===== config.mk =====
export PLATFORM = sky130hd
export DESIGN_NAME = flag_offset_prog
export DESIGN_NICKNAME = d
export VERILOG_FILES = /design/src/rtl/flag_offset_pkg.sv /design/src/rtl/foff_ptr.sv /design/src/rtl/foff_rd_guard.sv /design/src/rtl/foff_bank.sv /design/src/rtl/flag_offset_prog.sv
export SDC_FILE = /design/constraint.sdc
export NUM_CORES = 1
export LEC_CHECK = 0
export CAP_MARGIN = 30
export CORE_MARGIN = 1
export CORE_UTILIZATION = 30
export DETAILED_ROUTE_END_ITERATION = 8
export DONT_BUFFER_PORTS = 1
export GPL_TIMING_DRIVEN = 0
export PLACE_DENSITY = 0.51
export SYNTH_ARGS = -nofsm -noshare
export SYNTH_HDL_FRONTEND = slang
export SYNTH_SLANG_ARGS = --single-unit

===== constraint.sdc =====
create_clock -name clk_i -period 1.5 [get_ports clk_i]
set_clock_uncertainty 0.05 [all_clocks]
set_input_delay 0.075 -clock clk_i [delete_from_list [all_inputs] [get_ports clk_i]]
set_output_delay 0.075 -clock clk_i [all_outputs]
set_load 0.05 [all_outputs]

===== src/rtl/flag_offset_pkg.sv =====
package flag_offset_pkg;
  typedef enum logic {SEL_EMPTY = 1'b0, SEL_FULL = 1'b1} off_sel_e;
endpackage


===== src/rtl/foff_ptr.sv =====
module foff_ptr
  import flag_offset_pkg::*;
#(
  parameter int OFF_W = 14
) (
  input  logic      clk_i,
  input  logic      rst_ni,
  input  logic      ld_i,
  input  logic      wr_i,
  input  logic      rd_i,
  input  logic      sh_i,
  output off_sel_e  sel_o,
  output logic      sh_last_o
);
  localparam int CNT_W = (OFF_W > 1) ? $clog2(OFF_W) : 1;
  localparam logic [CNT_W-1:0] LAST = CNT_W'(OFF_W - 1);

  logic [CNT_W-1:0] bit_cnt_q;
  off_sel_e         sel_q;

  assign sh_last_o = sh_i && (bit_cnt_q == LAST);
  assign sel_o     = sel_q;

  always_ff @(posedge clk_i or negedge rst_ni) begin
    if (!rst_ni) begin
      sel_q     <= SEL_EMPTY;
      bit_cnt_q <= '0;
    end else if (!ld_i) begin
      sel_q     <= SEL_EMPTY;
      bit_cnt_q <= '0;
    end else begin
      if (wr_i || rd_i)   bit_cnt_q <= '0;
      else if (sh_last_o) bit_cnt_q <= '0;
      else if (sh_i)      bit_cnt_q <= bit_cnt_q + 1'b1;
      if (wr_i || rd_i || sh_last_o)
        sel_q <= (sel_q == SEL_EMPTY) ? SEL_FULL : SEL_EMPTY;
    end
  end
endmodule


===== src/rtl/foff_rd_guard.sv =====
module foff_rd_guard (
  input  logic clk_i,
  input  logic rst_ni,
  input  logic rd_req_i,
  output logic rd_ok_o,
  output logic err_o
);
  logic prev_req_q;
  logic err_q;

  assign rd_ok_o = rd_req_i && !prev_req_q;
  assign err_o   = err_q;

  always_ff @(posedge clk_i or negedge rst_ni) begin
    if (!rst_ni) begin
      prev_req_q <= 1'b0;
      err_q      <= 1'b0;
    end else begin
      prev_req_q <= rd_req_i;
      if (rd_req_i && prev_req_q) err_q <= 1'b1;
    end
  end
endmodule


===== src/rtl/foff_bank.sv =====
module foff_bank
  import flag_offset_pkg::*;
#(
  parameter int OFF_W   = 14,
  parameter int DEF_OFF = 127
) (
  input  logic             clk_i,
  input  logic             rst_ni,
  input  off_sel_e         sel_i,
  input  logic             wr_i,
  input  logic             sh_i,
  input  logic             si_i,
  input  logic [OFF_W-1:0] d_i,
  output logic [OFF_W-1:0] empty_o,
  output logic [OFF_W-1:0] full_o,
  output logic [OFF_W-1:0] rd_data_o
);
  localparam logic [OFF_W-1:0] RST_VAL = OFF_W'(DEF_OFF);

  logic [1:0][OFF_W-1:0] vals;

  for (genvar g = 0; g < 2; g++) begin : g_reg
    localparam off_sel_e MY_SEL = (g == 0) ? SEL_EMPTY : SEL_FULL;
    logic [OFF_W-1:0] val_q;
    always_ff @(posedge clk_i or negedge rst_ni) begin
      if (!rst_ni) val_q <= RST_VAL;
      else if (sel_i == MY_SEL) begin
        if (wr_i)      val_q <= d_i;
        else if (sh_i) val_q <= {si_i, val_q[OFF_W-1:1]};  // LSB arrives first
      end
    end
    assign vals[g] = val_q;
  end

  assign empty_o   = vals[0];
  assign full_o    = vals[1];
  assign rd_data_o = (sel_i == SEL_FULL) ? vals[1] : vals[0];
endmodule


===== src/rtl/flag_offset_prog.sv =====
module flag_offset_prog
  import flag_offset_pkg::*;
#(
  parameter int OFF_W   = 14,
  parameter int DEF_OFF = 127
) (
  input  logic             clk_i,
  input  logic             rst_ni,
  input  logic             ld_i,
  input  logic             wen_i,
  input  logic             ren_i,
  input  logic             sen_i,
  input  logic             si_i,
  input  logic [OFF_W-1:0] d_i,
  output logic [OFF_W-1:0] q_o,
  output logic             q_vld_o,
  output logic [OFF_W-1:0] empty_off_o,
  output logic [OFF_W-1:0] full_off_o,
  output logic             rd_err_o
);
  logic             wr_acc, rd_req, rd_ok, sh_acc, sh_last;
  off_sel_e         sel;
  logic [OFF_W-1:0] rd_data;
  logic [OFF_W-1:0] q_q;
  logic             vld_q;

  // priority: write, then read, then shift
  assign wr_acc = ld_i && wen_i;
  assign rd_req = ld_i && !wen_i && ren_i;
  assign sh_acc = ld_i && !wen_i && !ren_i && sen_i;

  foff_rd_guard u_guard (
    .clk_i    (clk_i),
    .rst_ni   (rst_ni),
    .rd_req_i (rd_req),
    .rd_ok_o  (rd_ok),
    .err_o    (rd_err_o)
  );

  foff_ptr #(.OFF_W(OFF_W)) u_ptr (
    .clk_i     (clk_i),
    .rst_ni    (rst_ni),
    .ld_i      (ld_i),
    .wr_i      (wr_acc),
    .rd_i      (rd_ok),
    .sh_i      (sh_acc),
    .sel_o     (sel),
    .sh_last_o (sh_last)
  );

  foff_bank #(.OFF_W(OFF_W), .DEF_OFF(DEF_OFF)) u_bank (
    .clk_i     (clk_i),
    .rst_ni    (rst_ni),
    .sel_i     (sel),
    .wr_i      (wr_acc),
    .sh_i      (sh_acc),
    .si_i      (si_i),
    .d_i       (d_i),
    .empty_o   (empty_off_o),
    .full_o    (full_off_o),
    .rd_data_o (rd_data)
  );

  always_ff @(posedge clk_i or negedge rst_ni) begin
    if (!rst_ni) begin
      q_q   <= '0;
      vld_q <= 1'b0;
    end else begin
      vld_q <= rd_ok;
      if (rd_ok) q_q <= rd_data;
    end
  end

  assign q_o     = q_q;
  assign q_vld_o = vld_q;
endmodule


==> results of run 1 <==
-- power groups by stage --
stage          clock [mW]  sequential (mW)  combinational (mW)
3_3_place_gp            0             3.32               0.571
2_1_floorplan           0             3.19               0.480
6_report            0.964             3.29               0.645
3_5_place_dp            0             3.33               0.586
4_1_cts             0.991             3.30               0.638
5_1_grt              1.05             3.36               0.753
-- layer usage --
metal / vias to the layer above / track usage, %
met5: - / 0
met4: 0 / 4.97
li1: 865 / -
met3: 5 / 6.18
met1: 870 / 20.3
met2: 49 / 24.8
-- worst max-delay path by stage --
| stage | startpoint | to |
|---|---|---|
| 6_report | u_ptr.bit_cnt_q[1]$_DFFE_PN0P_ | u_ptr.bit_cnt_q[1]$_DFFE_PN0P_ |
| 4_1_cts | u_ptr.sel_o$_DFFE_PN0P_ | u_bank.full_o[9]$_DFFE_PN0P_ |
| 3_5_place_dp | u_ptr.sel_o$_DFFE_PN0P_ | u_bank.empty_o[9]$_DFFE_PN0P_ |
| 3_3_place_gp | u_ptr.sel_o$_DFFE_PN0P_ | u_bank.empty_o[12]$_DFFE_PN0P_ |
| 2_1_floorplan | u_ptr.bit_cnt_q[0]$_DFFE_PN0P_ | u_ptr.bit_cnt_q[0]$_DFFE_PN0P_ |
| 5_1_grt | u_ptr.sel_o$_DFFE_PN0P_ | u_bank.full_o[7]$_DFFE_PN0P_ |
-- state kept, by name, summed over array words and instances, names as in the netlist --
signal and cells:
u_ptr.bit_cnt_q 4, u_guard.prev_req_q 1, q_vld_o 1, q_o 14
u_bank.full_o 14, u_bank.empty_o 14, u_ptr.sel_o 1, u_guard.err_o 1
-- metrics by stage --
step | power, mW | TNS [ns]
finish | 4.90 | 0
global route | 5.16 | 0
CTS | 4.93 | 0
detailed placement | 3.92 | -0.803
global placement | 3.89 | -0.761
floorplan | 3.67 | 0
-- final cells by class --
cell class	count	share of cell area, %
clock inverter	2	1.45
inverter	4	0.561
tap	99	4.63
clock buffer	6	2.71
buffer	15	3.69
sequential	50	47.4
multi-input combinational	171	36.1
timing repair buffer	8	3.46
-- cell usage after synthesis (2+ instances only) --
cell type,count
dfstp_2,14
nand2_1,34
o21ai_0,32
dfrtp_1,36
or3_1,3
buf_6,2
nor2b_1,2
ha_1,2
mux2i_1,15
and3_1,13
buf_2,8
a21oi_1,46
nor2_1,14
o211ai_2,2
inv_1,4
clkbuf_1,4
-- critical path, stage by stage (launching register included) --
cell and delay, ns:
dfrtp_1 0.40, inv_1 0.06, ha_1 0.21, and4_4 0.20, or3_1 0.31, a21oi_1 0.13
-- what timing repair did --
item	in CTS	in global routing
resized for setup	1	12
buffers inserted	0	2
gates cloned	0	0
endpoints found under the hold margin	56	0
setup endpoints to repair	10	30
hold buffers	6	0
-- cell families after synthesis --
logic type	Yosys count	share of synthesized area [%]
mux	15	6.45
simple gates	72	15.1
compound gates	82	18.5
flops	50	54.5
fa+ha+maj	2	1.08
buf+inv	19	4.30
==> flow_metrics.py, run 1 <==
metrics = {
    "placed_design": {
        "placed_cell_area_sq_um": 2450,
        "post-place-cells": 339,
        "dp_slack_ns": -0.115,
        "port_buffers": 0,
        "dp_hpwl_um": 4390,
        "place.gp.congestion": 0.799,
    },
    "power_and_ir_drop": {
        "p_int_mw": 2.55,
        "p_sw_mw": 2.35,
        "ir_drop_v": 0.000431,
        "p_per_area_nw_per_um2": 1830,
        "p_comb_share_pct": 13.2,
        "swShare_pct": 48.0,
        "p_leak_nw": 1.14,
        "power_frac_clock_pct": 19.7,
        "power_frac_seq_pct": 67.2,
    },
    "global_route": {
        "grt_max_degree": 51,
        "track_usage_pct": 15.9,
        "grt_pass1_vias": 1800,
        "grt_first_pass_wirelength_um": 9980,
        "grt-ovfl-total": 0,
        "antenna_found_initial": 0,
    },
    "yosys": {
        "yosysSeqAreaShare_pct": 54.5,
        "ys_seq_elements": 50,
        "ys.flop_type": "dfrtp_1",
        "synth_top_area_share_pct": 38.7,
        "async_reset_ff_share_pct": 100,
        "yosysTopAreaCell": "dfrtp_1",
        "yosysUniqueCellTypes": 25,
        "yosysWarnings": 0,
        "syn_area_sq_um": 2330,
        "synth_edf_count": 0,
        "synth_nets": 263,
        "synthCells": 240,
        "syn_area_per_cell_sq_um": 9.69,
        "synthTopCellsByArea": "dfrtp_1 39%, dfstp_2 16%, a21oi_1 9.9%, o21ai_0 6.9%, mux2i_1 6.5%",
    },
    "final_layout": {
        "nets": 278,
        "drive_gt1_share_pct": 16.8,
        "fin_area_sq_um": 2680,
        "syn_to_final_growth_pct": 15.1,
        "fin_cells": 355,
        "regArea_sq_um": 1270,
        "final_cell_mix": "46 x a21oi_1, 35 x dfrtp_1, 34 x nand2_1",
        "final_util_pct": 36.3,
        "final_common_cell": "a21oi_1",
        "antenna_cells": 0,
        "nFillCells": 765,
        "multi_input_area_sq_um": 966,
    },
    "sta": {
        "setup-violations-final": 0,
        "fmax_ghz": 0.696,
        "rsz0062_at_grt": "false",
        "hold_violations": 0,
        "slew_headroom_pct": 60.5,
        "worst_slew_pin_slew_ns": 0.592,
        "min_period_over_period_pct": 95.8,
        "min_period_ns": 1.44,
        "drv_slew": 0,
        "hold_ws_ns": 0.0252,
        "worst_slack_ns": 0.0636,
    },
    "detailed_routing": {
        "via_per_inst": 5.04,
        "vias": 1789,
        "wl_per_cell_um": 17.6,
        "wl_met2_um": 2910,
        "wl_met1_um": 2830,
        "drt_iter0_drc": 81,
        "ant_nets": 0,
        "drcViolationCount": 0,
        "top_layer": "met4",
        "firstDrtPassIters": 4,
        "wl_met3_um": 437,
        "drt-total-wl_um": 6250,
    },
    "clocking": {
        "htree_levels": 2,
        "root_buffer": "clkbuf_8",
        "cts_buffer_depth": 2,
        "cts_sinks": 50,
        "worstSkewPairLatency_ns": 0.31,
        "cts_buffers": 5,
        "cts_tree": "built",
        "clk_pin_slew_ns": 0.09,
    },
    "die": {
        "start_util_pct": 31.6,
        "num_rows": 31,
        "die_y_um": 90.1,
        "core_area_sq_um": 7370,
        "design.die.area_sq_um": 8110,
        "die_w_um": 90.1,
        "num_io_pins": 65,
    },
    "setup_path": {
        "required_ns": 1.68,
        "r2r_start": "u_ptr.bit_cnt_q[1]$_DFFE_PN0P_",
        "criticalPathCategory": "reg -> reg",
        "reg2reg_slack_ns": 0.06,
        "critPathArrivalTime_ns": 1.62,
        "r2r_cells": 5,
        "end_kind": "register",
        "reg2reg_to": "u_ptr.bit_cnt_q[1]$_DFFE_PN0P_",
        "worstSetupStartpointType": "register",
        "worst-path-max-fanout": 4,
    },
    "hold_path": {
        "whs_path_depth": 3,
        "min_path_type": "in -> reg",
        "min_to": "u_bank.full_o[3]$_DFFE_PN1P_",
        "hp-start": "d_i[3]",
    },
    "flow_run": {
        "drv_cap": 0,
    },
    "outcome": {
        "status": "finished, final reports clean",
    },
}
No activity file was read; power rests on OpenSTA's default activity.
==> run 2: changes to the inputs <==
--- a/config.mk
+++ b/config.mk
@@ -6,7 +6,7 @@
 export NUM_CORES = 1
 export LEC_CHECK = 0
 export CAP_MARGIN = 30
-export CORE_MARGIN = 1
+export CORE_MARGIN = 5
 export CORE_UTILIZATION = 30
 export DETAILED_ROUTE_END_ITERATION = 8
 export DONT_BUFFER_PORTS = 1
==> constraint.sdc (replaced) <==
create_clock -name clk_i -period 1.43 [get_ports clk_i]
set_clock_uncertainty 0.05 [all_clocks]
set_input_delay 0.0715 -clock clk_i [delete_from_list [all_inputs] [get_ports clk_i]]
set_output_delay 0.0715 -clock clk_i [all_outputs]
set_load 0.05 [all_outputs]
==> run 2 against run 1 <==
  * Combinational power up 5.1%
  * Hold slack worse by 0.0060 ns
  * Non-clock buffer count unchanged
  * Die area up 19%
  * Critical path type unchanged
  * Highest routed layer unchanged
==> flow_metrics.py, run 2 (synthesis results as in run 1) <==
metrics = {
    "outcome": {
        "status": "finished, final reports clean",
    },
    "sta": {
        "drv_slew": 0,
        "min_period_over_period_pct": 95.2,
        "worst_slew_pin_slew_ns": 0.591,
        "worst_slack_ns": 0.0683,
        "min_period_ns": 1.36,
        "setup-violations-final": 0,
        "slew_headroom_pct": 60.6,
        "finalSetupTns_ns": 0,
        "rsz0062_at_grt": "true",
        "hold_violations": 0,
        "fmax_ghz": 0.734,
    },
    "power_and_ir_drop": {
        "ir_drop_v": 0.000401,
        "swShare_pct": 49.6,
        "p_comb_share_pct": 13.7,
        "power_frac_clock_pct": 16.4,
        "p_leak_nw": 1.12,
        "p_sw_mw": 2.46,
        "power_frac_seq_pct": 69.9,
        "p_int_mw": 2.50,
        "p_per_area_nw_per_um2": 1850,
    },
    "detailed_routing": {
        "wl_per_cell_um": 17.8,
        "firstDrtPassIters": 4,
        "via_per_inst": 4.98,
        "drt_iter0_drc": 78,
        "drcViolationCount": 0,
        "drt-total-wl_um": 6380,
        "vias": 1784,
        "ant_nets": 0,
    },
    "global_route": {
        "antenna_found_initial": 0,
        "grt-ovfl-total": 0,
        "global_route.usage.met1_pct": 17.5,
        "use_met2_pct": 22.4,
        "track_usage_pct": 13.9,
        "use_met3_pct": 5.14,
        "grt_busiest_layer": "met2",
        "grt_max_degree": 51,
        "grt_pass1_vias": 1866,
        "grt_first_pass_wirelength_um": 10600,
    },
    "setup_path": {
        "reg2reg_slack_ns": 0.07,
        "cp_slowest_cell": "dfrtp_1",
        "criticalPathCategory": "reg -> reg",
        "worstSetupStartpointType": "register",
        "critPathArrivalTime_ns": 1.51,
        "cp_cell_sequence": "nor3b_2 > buf_2 > buf_4 > a21oi_1",
        "end_kind": "register",
        "critPathMaxStageDelay_ns": 0.43,
        "worst-path-max-fanout": 10,
        "required_ns": 1.58,
    },
    "die": {
        "start_util_pct": 30.4,
        "num_rows": 32,
        "core_area_sq_um": 7650,
        "die_w_um": 98.1,
        "die_y_um": 98.1,
        "num_io_pins": 65,
        "design.die.area_sq_um": 9610,
    },
    "placed_design": {
        "place.gp.congestion": 0.751,
        "dp_slack_ns": -0.199,
        "dp_hpwl_um": 4630,
        "port_buffers": 0,
        "post-place-cells": 342,
    },
    "clocking": {
        "root_buffer": "clkbuf_8",
        "cts_buffers": 5,
        "htree_levels": 2,
        "cts_tree": "built",
        "cts_sinks": 50,
        "cts_buffer_depth": 2,
        "worstSkewPairLatency_ns": 0.30,
        "clk_pin_slew_ns": 0.09,
    },
    "final_layout": {
        "final_util_pct": 35.0,
        "drive_gt1_share_pct": 17.6,
        "nets": 278,
        "syn_to_final_growth_pct": 15.0,
        "final_common_cell": "a21oi_1",
        "final_cell_mix": "46 x a21oi_1, 36 x dfrtp_1, 33 x nand2_1",
        "fin_cells": 358,
        "antenna_cells": 0,
    },
    "hold_path": {
        "min_path_type": "in -> reg",
    },
    "flow_run": {
        "drv_cap": 0,
    },
}
[run 2: cell type report]
cell class | count | area [sq um]
Inverter | 4 | 15.0
Buffer | 15 | 104
Timing Repair Buffer | 8 | 92.6
Tap cell | 102 | 128
Sequential cell | 50 | 1270
Multi-Input combinational cell | 171 | 983
Fill cell | 796 | 4970
Clock inverter | 1 | 7.51
Clock buffer | 7 | 76.3
[run 2: per-stage QoR]
step	total power [mW]	hold WS [ns]	cell area [sq um]
5_1_grt	5.25	0.0291	2680
3_5_place_dp	4.12	-0.273	2450
3_3_place_gp	4.10	-0.273	2450
6_report	4.95	0.0192	2680
2_1_floorplan	3.85	-0.274	2330
4_1_cts	5.00	0.0230	2650
[run 2: power by group through the flow]
stage                     sequential, mW  clock, mW  combinational [mW]
final                               3.46      0.814               0.678
after global routing                3.54      0.906               0.804
after CTS                           3.48      0.841               0.674
after detailed placement            3.51          0               0.610
after global placement              3.51          0               0.597
after floorplan                     3.35          0               0.503
[run 2: critical path, delay by kind of cell, from the launching register on]
kind	cells	cell delay, ns
and+or+nand+nor	1	0.22
DFF	1	0.43
buffers and inverters	2	0.47
AOI/OAI and AO/OA	1	0.08
[run 2: timing repair]
action                     in CTS  in global routing
pin swaps                       0                  0
gates cloned                    0                  0
setup buffers                   2                  0
hold endpoints to repair       55                  0
hold buffers                    6                  0
gates resized for setup         6                 10
setup endpoints to repair      25                 39
[run 2: per-layer routing]
layer / wire, um / vias up
met3: 525 / 7
met4: 94 / 0
met1: 2700 / 867
met2: 3060 / 45
li1: - / 865
met5: 0 / -
[run 2: final timing paths]
path	end	cells past startpoint	from
max in group asynchronous	u_bank.full_o[1]$_DFFE_PN1P_	2	rst_ni
hold reg to reg	u_guard.err_o$_DFFE_PN0P_	1	u_guard.prev_req_q$_DFF_PN0_
min in group asynchronous	q_o[7]$_DFFE_PN0P_	2	rst_ni
setup / recovery	q_o[10]$_DFFE_PN0P_	4	u_guard.prev_req_q$_DFF_PN0_
hold / removal	u_bank.empty_o[13]$_DFFE_PN0P_	2	si_i
setup reg to reg	q_o[10]$_DFFE_PN0P_	4	u_guard.prev_req_q$_DFF_PN0_
==> run 3: changes to the inputs <==
--- a/config.mk
+++ b/config.mk
@@ -12,6 +12,7 @@
 export DONT_BUFFER_PORTS = 1
 export GPL_TIMING_DRIVEN = 0
 export PLACE_DENSITY = 0.51
+export SETUP_SLACK_MARGIN = 0.4
 export SYNTH_ARGS = -nofsm -noshare
 export SYNTH_HDL_FRONTEND = slang
 export SYNTH_SLANG_ARGS = --single-unit
==> run 3 against run 2 <==
  * The run now ends with negative hold slack left
  * Hold slack got worse by 0.63 ns
  * Power increased by 16%
  * Combinational power increased by 47%
  * Count of clock-buffer cells in the layout decreased by 2
  * Design area increased by 22%
  * Clock power increased by 31%
  * Critical endpoint is now u_ptr.bit_cnt_q[1]$_DFFE_PN0P_
  * Highest routed layer unchanged
==> flow_metrics.py, run 3 (synthesis results as in run 1) <==
metrics = {
    "outcome": {
        "status": "finished, violations left",
        "violations": "negative hold slack",
    },
    "clocking": {
        "cts_sinks": 50,
        "postCtsHoldBufs": 4,
        "root_buffer": "clkbuf_8",
        "worstSkewPairLatency_ns": 0.31,
        "cts_buffers": 5,
        "htree_levels": 2,
        "clk_pin_slew_ns": 0.10,
        "cts_buffer_depth": 2,
        "cts_tree": "built",
    },
    "final_layout": {
        "nets": 291,
        "fin_area_sq_um": 3260,
        "nFillCells": 751,
        "syn_to_final_growth_pct": 40.2,
        "drive_gt1_share_pct": 60.6,
        "final_cell_mix": "31 x a21oi_1, 31 x dfrtp_2, 25 x nand2_2",
        "fin_cells": 372,
    },
    "setup_path": {
        "crit_cells": 4,
        "critPathArrivalTime_ns": 1.51,
        "critPathTopFamily": "simple AND/OR/NAND/NOR gates",
        "cp_cell_sequence": "ha_4 > and4_4 > or3_4 > a21oi_2",
        "end_kind": "register",
        "required_ns": 1.62,
        "cp_slowest_cell": "dfrtp_2",
        "critPathMaxStageDelay_ns": 0.44,
        "critPathBufInv": 0,
        "r2r_cells": 4,
        "worstSetupStartpointType": "register",
        "worst-path-max-fanout": 3,
        "criticalPathCategory": "reg -> reg",
    },
    "sta": {
        "hold_violations": 50,
        "min_period_over_period_pct": 91.9,
        "fmax_ghz": 0.761,
        "rsz0062_at_grt": "true",
        "slew_headroom_pct": 71.6,
        "hold_ws_ns": -0.607,
        "worst_slew_pin_slew_ns": 0.427,
        "setup-violations-final": 0,
        "min_period_ns": 1.31,
        "drv_slew": 0,
    },
    "detailed_routing": {
        "via_per_inst": 5.25,
        "drt-total-wl_um": 7140,
        "vias": 1952,
        "ant_nets": 0,
        "firstDrtPassIters": 4,
        "drcViolationCount": 0,
        "wl_per_cell_um": 19.2,
        "drt_iter0_drc": 47,
    },
    "placed_design": {
        "placed_cell_area_sq_um": 2590,
        "place.gp.congestion": 0.705,
        "post-place-cells": 342,
        "dp_hpwl_um": 4790,
        "port_buffers": 0,
    },
    "die": {
        "design.die.area_sq_um": 9610,
        "core_area_sq_um": 7650,
        "num_rows": 32,
        "die_y_um": 98.1,
        "die_w_um": 98.1,
        "start_util_pct": 30.4,
        "num_io_pins": 65,
    },
    "global_route": {
        "track_usage_pct": 15.0,
        "grt-ovfl-total": 0,
        "grt_max_degree": 51,
        "antenna_found_initial": 1,
        "grt_first_pass_wirelength_um": 11400,
        "grt_pass1_vias": 2004,
    },
    "hold_path": {
        "min_path_type": "in -> async",
    },
    "power_and_ir_drop": {
        "p_per_area_nw_per_um2": 1760,
        "ir_drop_v": 0.000538,
        "p_leak_nw": 1.27,
        "power_mw": 5.74,
    },
    "flow_run": {
        "drv_cap": 0,
    },
}
[run 3: cell count changes in the layout (fill, tap and decap cells not counted), sizes merged]
cell and delta:
diode +1, dlygate4sd3 -1, inv +1, bufinv +1, buf +16, clkbuf -4
[run 3: area by class of cell]
type / count / area, sq um / share of cell area [%]
clock buffer: 5 / 68.8 / 2.11
clock inverter: 3 / 48.8 / 1.50
buffer: 15 / 170 / 5.22
timing repair buffer: 21 / 221 / 6.79
tap: 102 / 128 / 3.91
antenna: 1 / 2.50 / 0.0767
inverter: 4 / 17.5 / 0.537
multi-input combinational: 171 / 1240 / 38.1
sequential: 50 / 1360 / 41.7
[run 3: what timing repair did]
item | 4_1_cts | 5_1_grt
pin swaps | 4 | 7
endpoints found under the setup margin | 89 | 73
hold endpoints to repair | 56 | 50
setup buffers | 9 | 2
gates cloned | 4 | 2
gates resized for setup | 62 | 67
[run 3: per-stage QoR]
step	util, %	hold slack [ns]	setup WS [ns]	TNS, ns
2_1_floorplan	-	-0.274	0.142	0
3_3_place_gp	33.9	-0.273	-0.0401	-0.0401
3_5_place_dp	33.9	-0.273	-0.0407	-0.0407
4_1_cts	39.2	-0.619	0.124	0
5_1_grt	42.6	-0.631	0.0821	0
6_report	42.6	-0.607	0.115	0
[run 3: worst register-to-register path, stage by stage (launching register included)]
cell and delay (ns):
dfrtp_2 0.44, ha_4 0.16, and4_4 0.15, or3_4 0.33, a21oi_2 0.13
[run 3: final timing paths]
| check | startpoint | endpoint | slack, ns |
|---|---|---|---|
| worst min register to register | u_guard.prev_req_q$_DFF_PN0_ | u_guard.err_o$_DFFE_PN0P_ | 0.54 |
| worst max-delay path | u_ptr.bit_cnt_q[0]$_DFFE_PN0P_ | u_ptr.bit_cnt_q[1]$_DFFE_PN0P_ | 0.12 |
| max in group asynchronous | rst_ni | u_bank.empty_o[4]$_DFFE_PN1P_ | 1.73 |
| worst max register to register | u_ptr.bit_cnt_q[0]$_DFFE_PN0P_ | u_ptr.bit_cnt_q[1]$_DFFE_PN0P_ | 0.12 |
| min in group clk_i | d_i[3] | u_bank.full_o[3]$_DFFE_PN1P_ | 0.02 |
| worst min-delay path | rst_ni | u_bank.full_o[8]$_DFFE_PN0P_ | -0.61 |
[run 3: routing by layer]
metal / global-route usage [%] / wire length (um)
met5: 0 / 0
met4: 4.69 / 102
met3: 5.43 / 547
met2: 24.9 / 3600
met1: 18.1 / 2890
[run 3: power by group]
part	internal, mW	leakage [nW]	switching [mW]
logic	0.494	0.640	0.510
registers	1.98	0.569	1.70
clock network	0.534	0.0563	0.533
total	3.00	1.27	2.74
